--- src/rtl/hdc_pkg.sv ---
package hdc_pkg;
    typedef enum logic [2:0] {
        ST_IDLE,
        ST_LOOKUP,
        ST_MEM_READ,
        ST_RECALL_WAIT,
        ST_REPLY,
        ST_UPDATE
    } hdc_state_t;
endpackage

--- src/rtl/hdc_dir_table.sv ---
module hdc_dir_table #(
    parameter int NODE_W = 8,
    parameter int IDX_W  = 6
) (
    input  logic              clk,
    input  logic              rst_n,
    input  logic [IDX_W-1:0]  rd_idx,
    output logic              rd_cached,
    output logic [NODE_W-1:0] rd_owner,
    input  logic              wr_en,
    input  logic [IDX_W-1:0]  wr_idx,
    input  logic [NODE_W-1:0] wr_owner
);
    localparam int DEPTH = 1 << IDX_W;

    logic [DEPTH-1:0] cached_q;
    logic [NODE_W-1:0] owner_q [DEPTH];

    for (genvar e = 0; e < DEPTH; e++) begin : g_entry
        always_ff @(posedge clk) begin
            if (!rst_n) begin
                cached_q[e] <= 1'b0;
                owner_q[e]  <= '0;
            end else if (wr_en && (wr_idx == IDX_W'(e))) begin
                cached_q[e] <= 1'b1;
                owner_q[e]  <= wr_owner;
            end
        end
    end

    assign rd_cached = cached_q[rd_idx];
    assign rd_owner  = owner_q[rd_idx];


    write_lands_chk: assert property (@(posedge clk) disable iff (!rst_n)
        wr_en |=> (cached_q[$past(wr_idx)] && owner_q[$past(wr_idx)] == $past(wr_owner)));
endmodule

--- src/rtl/hdc_line_buf.sv ---
module hdc_line_buf #(
    parameter int DATA_W = 512
) (
    input  logic              clk,
    input  logic              rst_n,
    input  logic              ld_mem,
    input  logic [DATA_W-1:0] mem_data,
    input  logic              ld_ack,
    input  logic [DATA_W-1:0] ack_data,
    output logic [DATA_W-1:0] data_o
);
    always_ff @(posedge clk) begin
        if (!rst_n)
            data_o <= '0;
        else if (ld_mem)
            data_o <= mem_data;
        else if (ld_ack)
            data_o <= ack_data;
    end


    one_source_chk: assert property (@(posedge clk) disable iff (!rst_n)
        $onehot0({ld_mem, ld_ack}));

    data_hold_chk: assert property (@(posedge clk) disable iff (!rst_n)
        (!ld_mem && !ld_ack) |=> $stable(data_o));
endmodule

--- src/rtl/hdc_fsm.sv ---
module hdc_fsm
    import hdc_pkg::*;
#(
    parameter int NODE_W = 8,
    parameter int IDX_W  = 6
) (
    input  logic              clk,
    input  logic              rst_n,
    input  logic              req_valid,
    output logic              req_ready,
    input  logic [NODE_W-1:0] req_node,
    input  logic [IDX_W-1:0]  req_line,
    input  logic              ent_cached,
    input  logic [NODE_W-1:0] ent_owner,
    output logic              mem_req,
    input  logic              mem_rsp_valid,
    output logic              rcl_valid,
    input  logic              rcl_ready,
    output logic [NODE_W-1:0] rcl_node,
    input  logic              rcl_ack_valid,
    output logic              rsp_valid,
    input  logic              rsp_ready,
    output logic [NODE_W-1:0] cur_node,
    output logic [IDX_W-1:0]  cur_line,
    output logic              ld_mem,
    output logic              ld_ack,
    output logic              wr_en
);
    hdc_state_t state_q, state_d;
    logic [NODE_W-1:0] node_q, holder_q;
    logic [IDX_W-1:0]  line_q;
    logic              pend_q, keep_q;
    logic              take_req, remote_held;

    assign take_req    = (state_q == ST_IDLE) && req_valid;
    assign remote_held = ent_cached && (ent_owner != node_q);

    always_ff @(posedge clk) begin
        if (!rst_n)
            state_q <= ST_IDLE;
        else
            state_q <= state_d;
    end

    always_ff @(posedge clk) begin
        if (!rst_n) begin
            node_q   <= '0;
            line_q   <= '0;
            holder_q <= '0;
            pend_q   <= 1'b0;
            keep_q   <= 1'b0;
        end else begin
            if (take_req) begin
                node_q <= req_node;
                line_q <= req_line;
            end
            if (state_q == ST_LOOKUP) begin
                holder_q <= ent_owner;
                pend_q   <= remote_held;
                keep_q   <= ent_cached && (ent_owner == node_q);
            end else if (pend_q && rcl_ready) begin
                pend_q <= 1'b0;
            end
        end
    end

    always_comb begin
        state_d = state_q;
        unique case (state_q)
            ST_IDLE:        if (req_valid) state_d = ST_LOOKUP;
            ST_LOOKUP:      state_d = remote_held ? ST_RECALL_WAIT : ST_MEM_READ;
            ST_MEM_READ:    if (mem_rsp_valid) state_d = ST_REPLY;
            ST_RECALL_WAIT: if (!pend_q && rcl_ack_valid) state_d = ST_REPLY;
            ST_REPLY:       if (rsp_ready) state_d = ST_UPDATE;
            ST_UPDATE:      state_d = ST_IDLE;
            default:        state_d = ST_IDLE;
        endcase
    end

    always_comb begin
        req_ready = 1'b0;
        mem_req   = 1'b0;
        rcl_valid = 1'b0;
        rsp_valid = 1'b0;
        ld_mem    = 1'b0;
        ld_ack    = 1'b0;
        wr_en     = 1'b0;
        unique case (state_q)
            ST_IDLE:        req_ready = 1'b1;
            ST_LOOKUP:      ;
            ST_MEM_READ: begin
                mem_req = 1'b1;
                ld_mem  = mem_rsp_valid;
            end
            ST_RECALL_WAIT: begin
                rcl_valid = pend_q;
                ld_ack    = !pend_q && rcl_ack_valid;
            end
            ST_REPLY:       rsp_valid = 1'b1;
            ST_UPDATE:      wr_en = !keep_q;
            default:        ;
        endcase
    end

    assign rcl_node = holder_q;
    assign cur_node = node_q;
    assign cur_line = line_q;


    accept_busy_chk: assert property (@(posedge clk) disable iff (!rst_n)
        (req_valid && req_ready) |=> !req_ready);

    rsp_hold_chk: assert property (@(posedge clk) disable iff (!rst_n)
        (rsp_valid && !rsp_ready) |=> (rsp_valid && $stable(cur_node) && $stable(cur_line)));

    rcl_hold_chk: assert property (@(posedge clk) disable iff (!rst_n)
        (rcl_valid && !rcl_ready) |=> (rcl_valid && $stable(rcl_node) && $stable(cur_line)));

    rcl_drop_chk: assert property (@(posedge clk) disable iff (!rst_n)
        (rcl_valid && rcl_ready) |=> !rcl_valid);

    src_excl_chk: assert property (@(posedge clk) disable iff (!rst_n)
        !(mem_req && rcl_valid));

    rcl_not_self_chk: assert property (@(posedge clk) disable iff (!rst_n)
        rcl_valid |-> (rcl_node != cur_node));

    keep_no_write_chk: assert property (@(posedge clk) disable iff (!rst_n)
        (wr_en && $past(state_q == ST_REPLY)) |-> !keep_q);
endmodule

--- src/rtl/home_dir_ctrl.sv ---
module home_dir_ctrl #(
    parameter int NODE_W = 8,
    parameter int IDX_W  = 6,
    parameter int DATA_W = 512
) (
    input  logic              clk,
    input  logic              rst_n,
    input  logic              req_valid,
    output logic              req_ready,
    input  logic [NODE_W-1:0] req_node,
    input  logic [IDX_W-1:0]  req_line,
    output logic              mem_req,
    output logic [IDX_W-1:0]  mem_line,
    input  logic              mem_rsp_valid,
    input  logic [DATA_W-1:0] mem_rsp_data,
    output logic              rcl_valid,
    input  logic              rcl_ready,
    output logic [NODE_W-1:0] rcl_node,
    output logic [IDX_W-1:0]  rcl_line,
    input  logic              rcl_ack_valid,
    input  logic [DATA_W-1:0] rcl_ack_data,
    output logic              rsp_valid,
    input  logic              rsp_ready,
    output logic [NODE_W-1:0] rsp_node,
    output logic [IDX_W-1:0]  rsp_line,
    output logic [DATA_W-1:0] rsp_data
);
    logic              ent_cached, ld_mem, ld_ack, wr_en;
    logic [NODE_W-1:0] ent_owner, cur_node;
    logic [IDX_W-1:0]  cur_line;

    hdc_fsm #(.NODE_W(NODE_W), .IDX_W(IDX_W)) u_fsm (
        .clk(clk), .rst_n(rst_n),
        .req_valid(req_valid), .req_ready(req_ready),
        .req_node(req_node), .req_line(req_line),
        .ent_cached(ent_cached), .ent_owner(ent_owner),
        .mem_req(mem_req), .mem_rsp_valid(mem_rsp_valid),
        .rcl_valid(rcl_valid), .rcl_ready(rcl_ready), .rcl_node(rcl_node),
        .rcl_ack_valid(rcl_ack_valid),
        .rsp_valid(rsp_valid), .rsp_ready(rsp_ready),
        .cur_node(cur_node), .cur_line(cur_line),
        .ld_mem(ld_mem), .ld_ack(ld_ack), .wr_en(wr_en)
    );

    hdc_dir_table #(.NODE_W(NODE_W), .IDX_W(IDX_W)) u_dir (
        .clk(clk), .rst_n(rst_n),
        .rd_idx(cur_line), .rd_cached(ent_cached), .rd_owner(ent_owner),
        .wr_en(wr_en), .wr_idx(cur_line), .wr_owner(cur_node)
    );

    hdc_line_buf #(.DATA_W(DATA_W)) u_buf (
        .clk(clk), .rst_n(rst_n),
        .ld_mem(ld_mem), .mem_data(mem_rsp_data),
        .ld_ack(ld_ack), .ack_data(rcl_ack_data),
        .data_o(rsp_data)
    );

    assign mem_line = cur_line;
    assign rcl_line = cur_line;
    assign rsp_node = cur_node;
    assign rsp_line = cur_line;
endmodule

--- config.mk ---
export PLATFORM = sky130hd
export DESIGN_NAME = home_dir_ctrl
export DESIGN_NICKNAME = d
export VERILOG_FILES = /design/src/rtl/hdc_pkg.sv /design/src/rtl/hdc_dir_table.sv /design/src/rtl/hdc_line_buf.sv /design/src/rtl/hdc_fsm.sv /design/src/rtl/home_dir_ctrl.sv
export SDC_FILE = /design/constraint.sdc
export NUM_CORES = 2
export LEC_CHECK = 0
export BUFFER_PORTS_ARGS = -buffer_cell sky130_fd_sc_hd__buf_4
export CAP_MARGIN = 25
export CORE_AREA = 4 4 615 617
export DETAILED_ROUTE_END_ITERATION = 10
export DIE_AREA = 0 0 619 621
export PLACE_DENSITY = 0.31
export SETUP_SLACK_MARGIN = 0.4
export SLEW_MARGIN = 20
export SYNTH_ARGS = -nofsm -noshare
export SYNTH_HDL_FRONTEND = slang
export SYNTH_SLANG_ARGS = --single-unit
--- constraint.sdc ---
create_clock -name clk -period 8.2 [get_ports clk]
set_input_delay 0.41 -clock clk [delete_from_list [all_inputs] [get_ports clk]]
set_output_delay 0.41 -clock clk [all_outputs]
set_load 0.03 [all_outputs]
==> flow_metrics.env <==
export IMPL_status="complete, no violations"
export IMPL_num_io_pins=1595
export IMPL_drive_gt1_share_pct=28.1
export IMPL_wire_per_inst_um=37.0
export IMPL_clk_latency_ns=0.87
export IMPL_rows=224
export IMPL_first_global_vias=51700
export IMPL_die_h_um=621
export IMPL_critPathLaunchType="flip-flop"
export IMPL_cp_startpoint="u_fsm.state_q[1]$_SDFFE_PN0P_"
export IMPL_synth_edff_count=512
export IMPL_path_max_fanout=205
export IMPL_ir_worst_vdd_uv=140
export IMPL_hpwl_um=377000
export IMPL_cts_made_buffers=156
export IMPL_p_leak_nw=33.7
export IMPL_required_ns=8.96
export IMPL_grt_busiest_layer="met2"
export IMPL_finalHoldViolations=0
export IMPL_dieArea_sq_um=384000
export IMPL_yosys_warnings=0
export IMPL_crit_top_cell="buf_12"
export IMPL_syn_cell_area_sq_um=49500
export IMPL_crit_path_cell_trace="nor3b_2, buf_12, buf_12, nor2_1, a311oi_1, dlygate4sd3_1"
export IMPL_layout_min_cycle_time_ns=4.17
export IMPL_grt_pass1_wl_um=577000
export IMPL_worstSetupPathType="reg -> reg"
export IMPL_cp_top_family="buffers and inverters"
export IMPL_drc=0
export IMPL_fmax_mhz=240
export IMPL_relSlewSlack_pct=17.6
export IMPL_num_vias=51000
export IMPL_drt_total_wl_um=460000
export IMPL_start_util_pct=13.3
export IMPL_min_from="rcl_ack_data[241]"
export IMPL_drtIter0Drc=4206
export IMPL_cts_max_path_buffers=4
export IMPL_dp_cells=11100
export IMPL_ys_seq_area_share_pct=55.7
export IMPL_core_area_sq_um=372000
export IMPL_met3_usage_pct=12.8
export IMPL_cts_setup_buffers=0
export IMPL_die_x_um=619
export IMPL_clk_pin_slew_ns=0.06
export IMPL_synth_seq_cells=1121
export IMPL_timing_final_ws_setup_ns=4.03
export IMPL_fin_crit_sh_pct=50.8
export IMPL_crit_path_top_delay_cell="nor3b_2"
export IMPL_grt_ovfl_total=0
export IMPL_io_buffers=1594
export IMPL_cts_tree="built"
export IMPL_grt_usage_pct=23.0
export IMPL_worst_pin_slew_ns=1.24
export IMPL_placed_area_sq_um=66800
export IMPL_grt_met1_usage_pct=29.6
export IMPL_met2_usage_pct=33.3
export IMPL_finClkSkew_ns=0.0932
export IMPL_cts_htree_levels=4
export IMPL_final_net_count=8337
export IMPL_arrival_ns=4.93
export IMPL_r2r_start="u_fsm.state_q[1]$_SDFFE_PN0P_"
export IMPL_cpPeakStageDelay_ns=0.90
export IMPL_synth_flop_cell="dfxtp_1"
export IMPL_fin_tns_setup_ns=0
export IMPL_clockRootBuffer="clkbuf_16"
export IMPL_firstDrtPassIters=5
export IMPL_area_growth_pct=66.0
export IMPL_async_flop_share_pct=0
export IMPL_routed_via_density=4.10
export IMPL_detail_route_antenna_nets=0
export IMPL_synthCells=4896
export IMPL_grt_max_degree=206
export IMPL_crit_path_end_kind="flip-flop"
export IMPL_p_per_area_nw_per_um2=234
export IMPL_clock_sinks=1121
export IMPL_syn_avg_cell_area_sq_um=10.1
export IMPL_post_cts_resized=0
export IMPL_finalNonFillerCells=12400
export IMPL_hp_class="in -> reg"
export IMPL_final_cell_area_sq_um=82100
export IMPL_synth_nets=5941
export IMPL_rsz0062_at_grt="false"
export IMPL_slew_viol_final=0
export IMPL_crit_buf_inv=3
export IMPL_setup_viol=0
export IMPL_place_congestion=0.932
export IMPL_synth_distinct_cells=60
export IMPL_post_place_ws_ns=4.16
export IMPL_maxCapViolCount=0
export IMPL_hold_buffers=1008
export IMPL_grt_antenna_before_repair=138
-- worst min-delay path, cell delays in order --
cell and delay, ns:
buf_4 0.11, nand2_1 0.18, a311oi_1 0.12
-- Yosys cell counts (3+ instances only) --
cell type | count | area (sq um)
mux2_2 | 6 | 67.6
buf_2 | 15 | 75.1
a21o_1 | 44 | 330
or2_2 | 5 | 31.3
and2_1 | 360 | 2250
buf_1 | 28 | 105
a311oi_1 | 513 | 4490
nor3b_1 | 4 | 30.0
xor2_1 | 8 | 70.1
dfxtp_1 | 609 | 12200
nand2_1 | 1109 | 4160
a21oi_1 | 35 | 175
nand3_1 | 26 | 130
o22ai_1 | 11 | 68.8
clkbuf_1 | 394 | 1480
o21ai_0 | 86 | 430
nand2b_1 | 9 | 56.3
a31oi_1 | 5 | 31.3
xnor2_1 | 4 | 35.0
nand4_1 | 4 | 25.0
mux4_2 | 107 | 2410
buf_6 | 7 | 78.8
a211oi_1 | 8 | 60.1
nor4_1 | 6 | 37.5
mux4_1 | 6 | 158
buf_8 | 3 | 45.0
buf_4 | 27 | 203
a22oi_1 | 39 | 293
or3_1 | 3 | 18.8
o31ai_1 | 3 | 22.5
nor2_1 | 587 | 2200
nor2b_1 | 21 | 131
mux2i_1 | 88 | 881
nor3_1 | 6 | 30.0
edfxtp_1 | 512 | 15400
and3_1 | 164 | 1030
nand3b_1 | 4 | 30.0
-- registers in the layout, indices dropped and copies added, names as in the netlist, named ones only --
register and flops:
u_fsm.cur_line 6, u_dir.owner_q 512, u_buf.data_o 512, u_dir.cached_q 64, u_fsm.keep_q 1, u_fsm.pend_q 1
u_fsm.rcl_node 8, u_fsm.cur_node 8, u_fsm.state_q 3
-- per-layer routing --
layer / up-vias / wire length [um] / share of wire [%]
met4: 76 / 13400 / 2.9
met1: 26000 / 199000 / 43
met3: 513 / 58800 / 13
li1: 22400 / - / -
met5: - / 490 / 0.11
met2: 1965 / 188000 / 41
-- final timing paths --
kind,endpoint,slack [ns],cells past startpoint
setup / recovery,u_buf.data_o[33]$_SDFFE_PN0P_,4.03,6
hold / removal,u_buf.data_o[241]$_SDFFE_PN0P_,0.02,3
setup reg to reg,u_buf.data_o[33]$_SDFFE_PN0P_,4.03,6
hold reg to reg,u_dir.cached_q[22]$_SDFFE_PN0P_,0.45,1
-- power by group --
group	total, mW	leakage [nW]	internal, mW	switching (mW)
combinational	5.53	21.0	1.87	3.65
clock	7.04	2.49	4.11	2.93
sequential	6.63	10.2	6.25	0.380
-- stage by stage --
stage          utilization [%]  hold slack (ns)  power, mW
2_1_floorplan                -            0.420       8.66
3_3_place_gp              17.9            0.427       11.7
3_5_place_dp              18.0            0.436       11.7
4_1_cts                   22.0         0.000188       19.4
5_1_grt                   22.1           0.0163       19.9
6_report                  22.1           0.0227       19.2
-- layout make-up --
type / instances / area, sq um
Inverter: 4 / 22.5
Sequential cell: 1121 / 27600
Timing Repair Buffer: 2713 / 23200
Multi-Input combinational cell: 3296 / 20000
Clock inverter: 60 / 628
Tap cell: 4972 / 6220
Antenna cell: 53 / 133
Clock buffer: 216 / 4410
Fill cell: 41000 / 290000
-- kinds of logic (layout without fill, tap and decap cells) --
family	Yosys count	in the layout	synth area share, %
simple gates	2318	2318	20.7
compound gates	759	759	12.2
flops	1121	1121	55.7
buf+inv	479	2993	4.08
mux	207	207	7.10
xor+xnor	12	12	0.212
other cells	0	53	0
-- cell usage in the layout, fill, tap and decap left out, types with 6 or more instances in the layout --
master         synthesis  layout
clkbuf_16              0     159
mux4_2               107     107
dfxtp_1              609     602
diode_2                0      53
mux2i_1               88      88
nor3_1                 6       6
a21o_1                44      44
bufinv_16              0      11
nand3_1               26      26
dlygate4sd3_1          0    1008
a211oi_1               8       8
buf_12                 1      16
nand2_1             1109    1108
clkbuf_8               0      22
o21ai_0               86      42
mux2_2                 6       6
mux4_1                 6       6
clkbuf_1             394      35
o21ai_1                2      46
and2_1               360     357
inv_6                  0       7
nand2b_1               9       9
nor2_1               587     582
edfxtp_1             512     512
a22oi_1               39      39
xor2_1                 8       8
and3_1               164     163
clkinv_1               1      12
buf_4                 27    1682
clkinv_2               0      25
a21oi_1               35      35
o22ai_1               11      11
a311oi_1             513     513
nor2b_1               21      20
(Power assumes the default switching activity.)
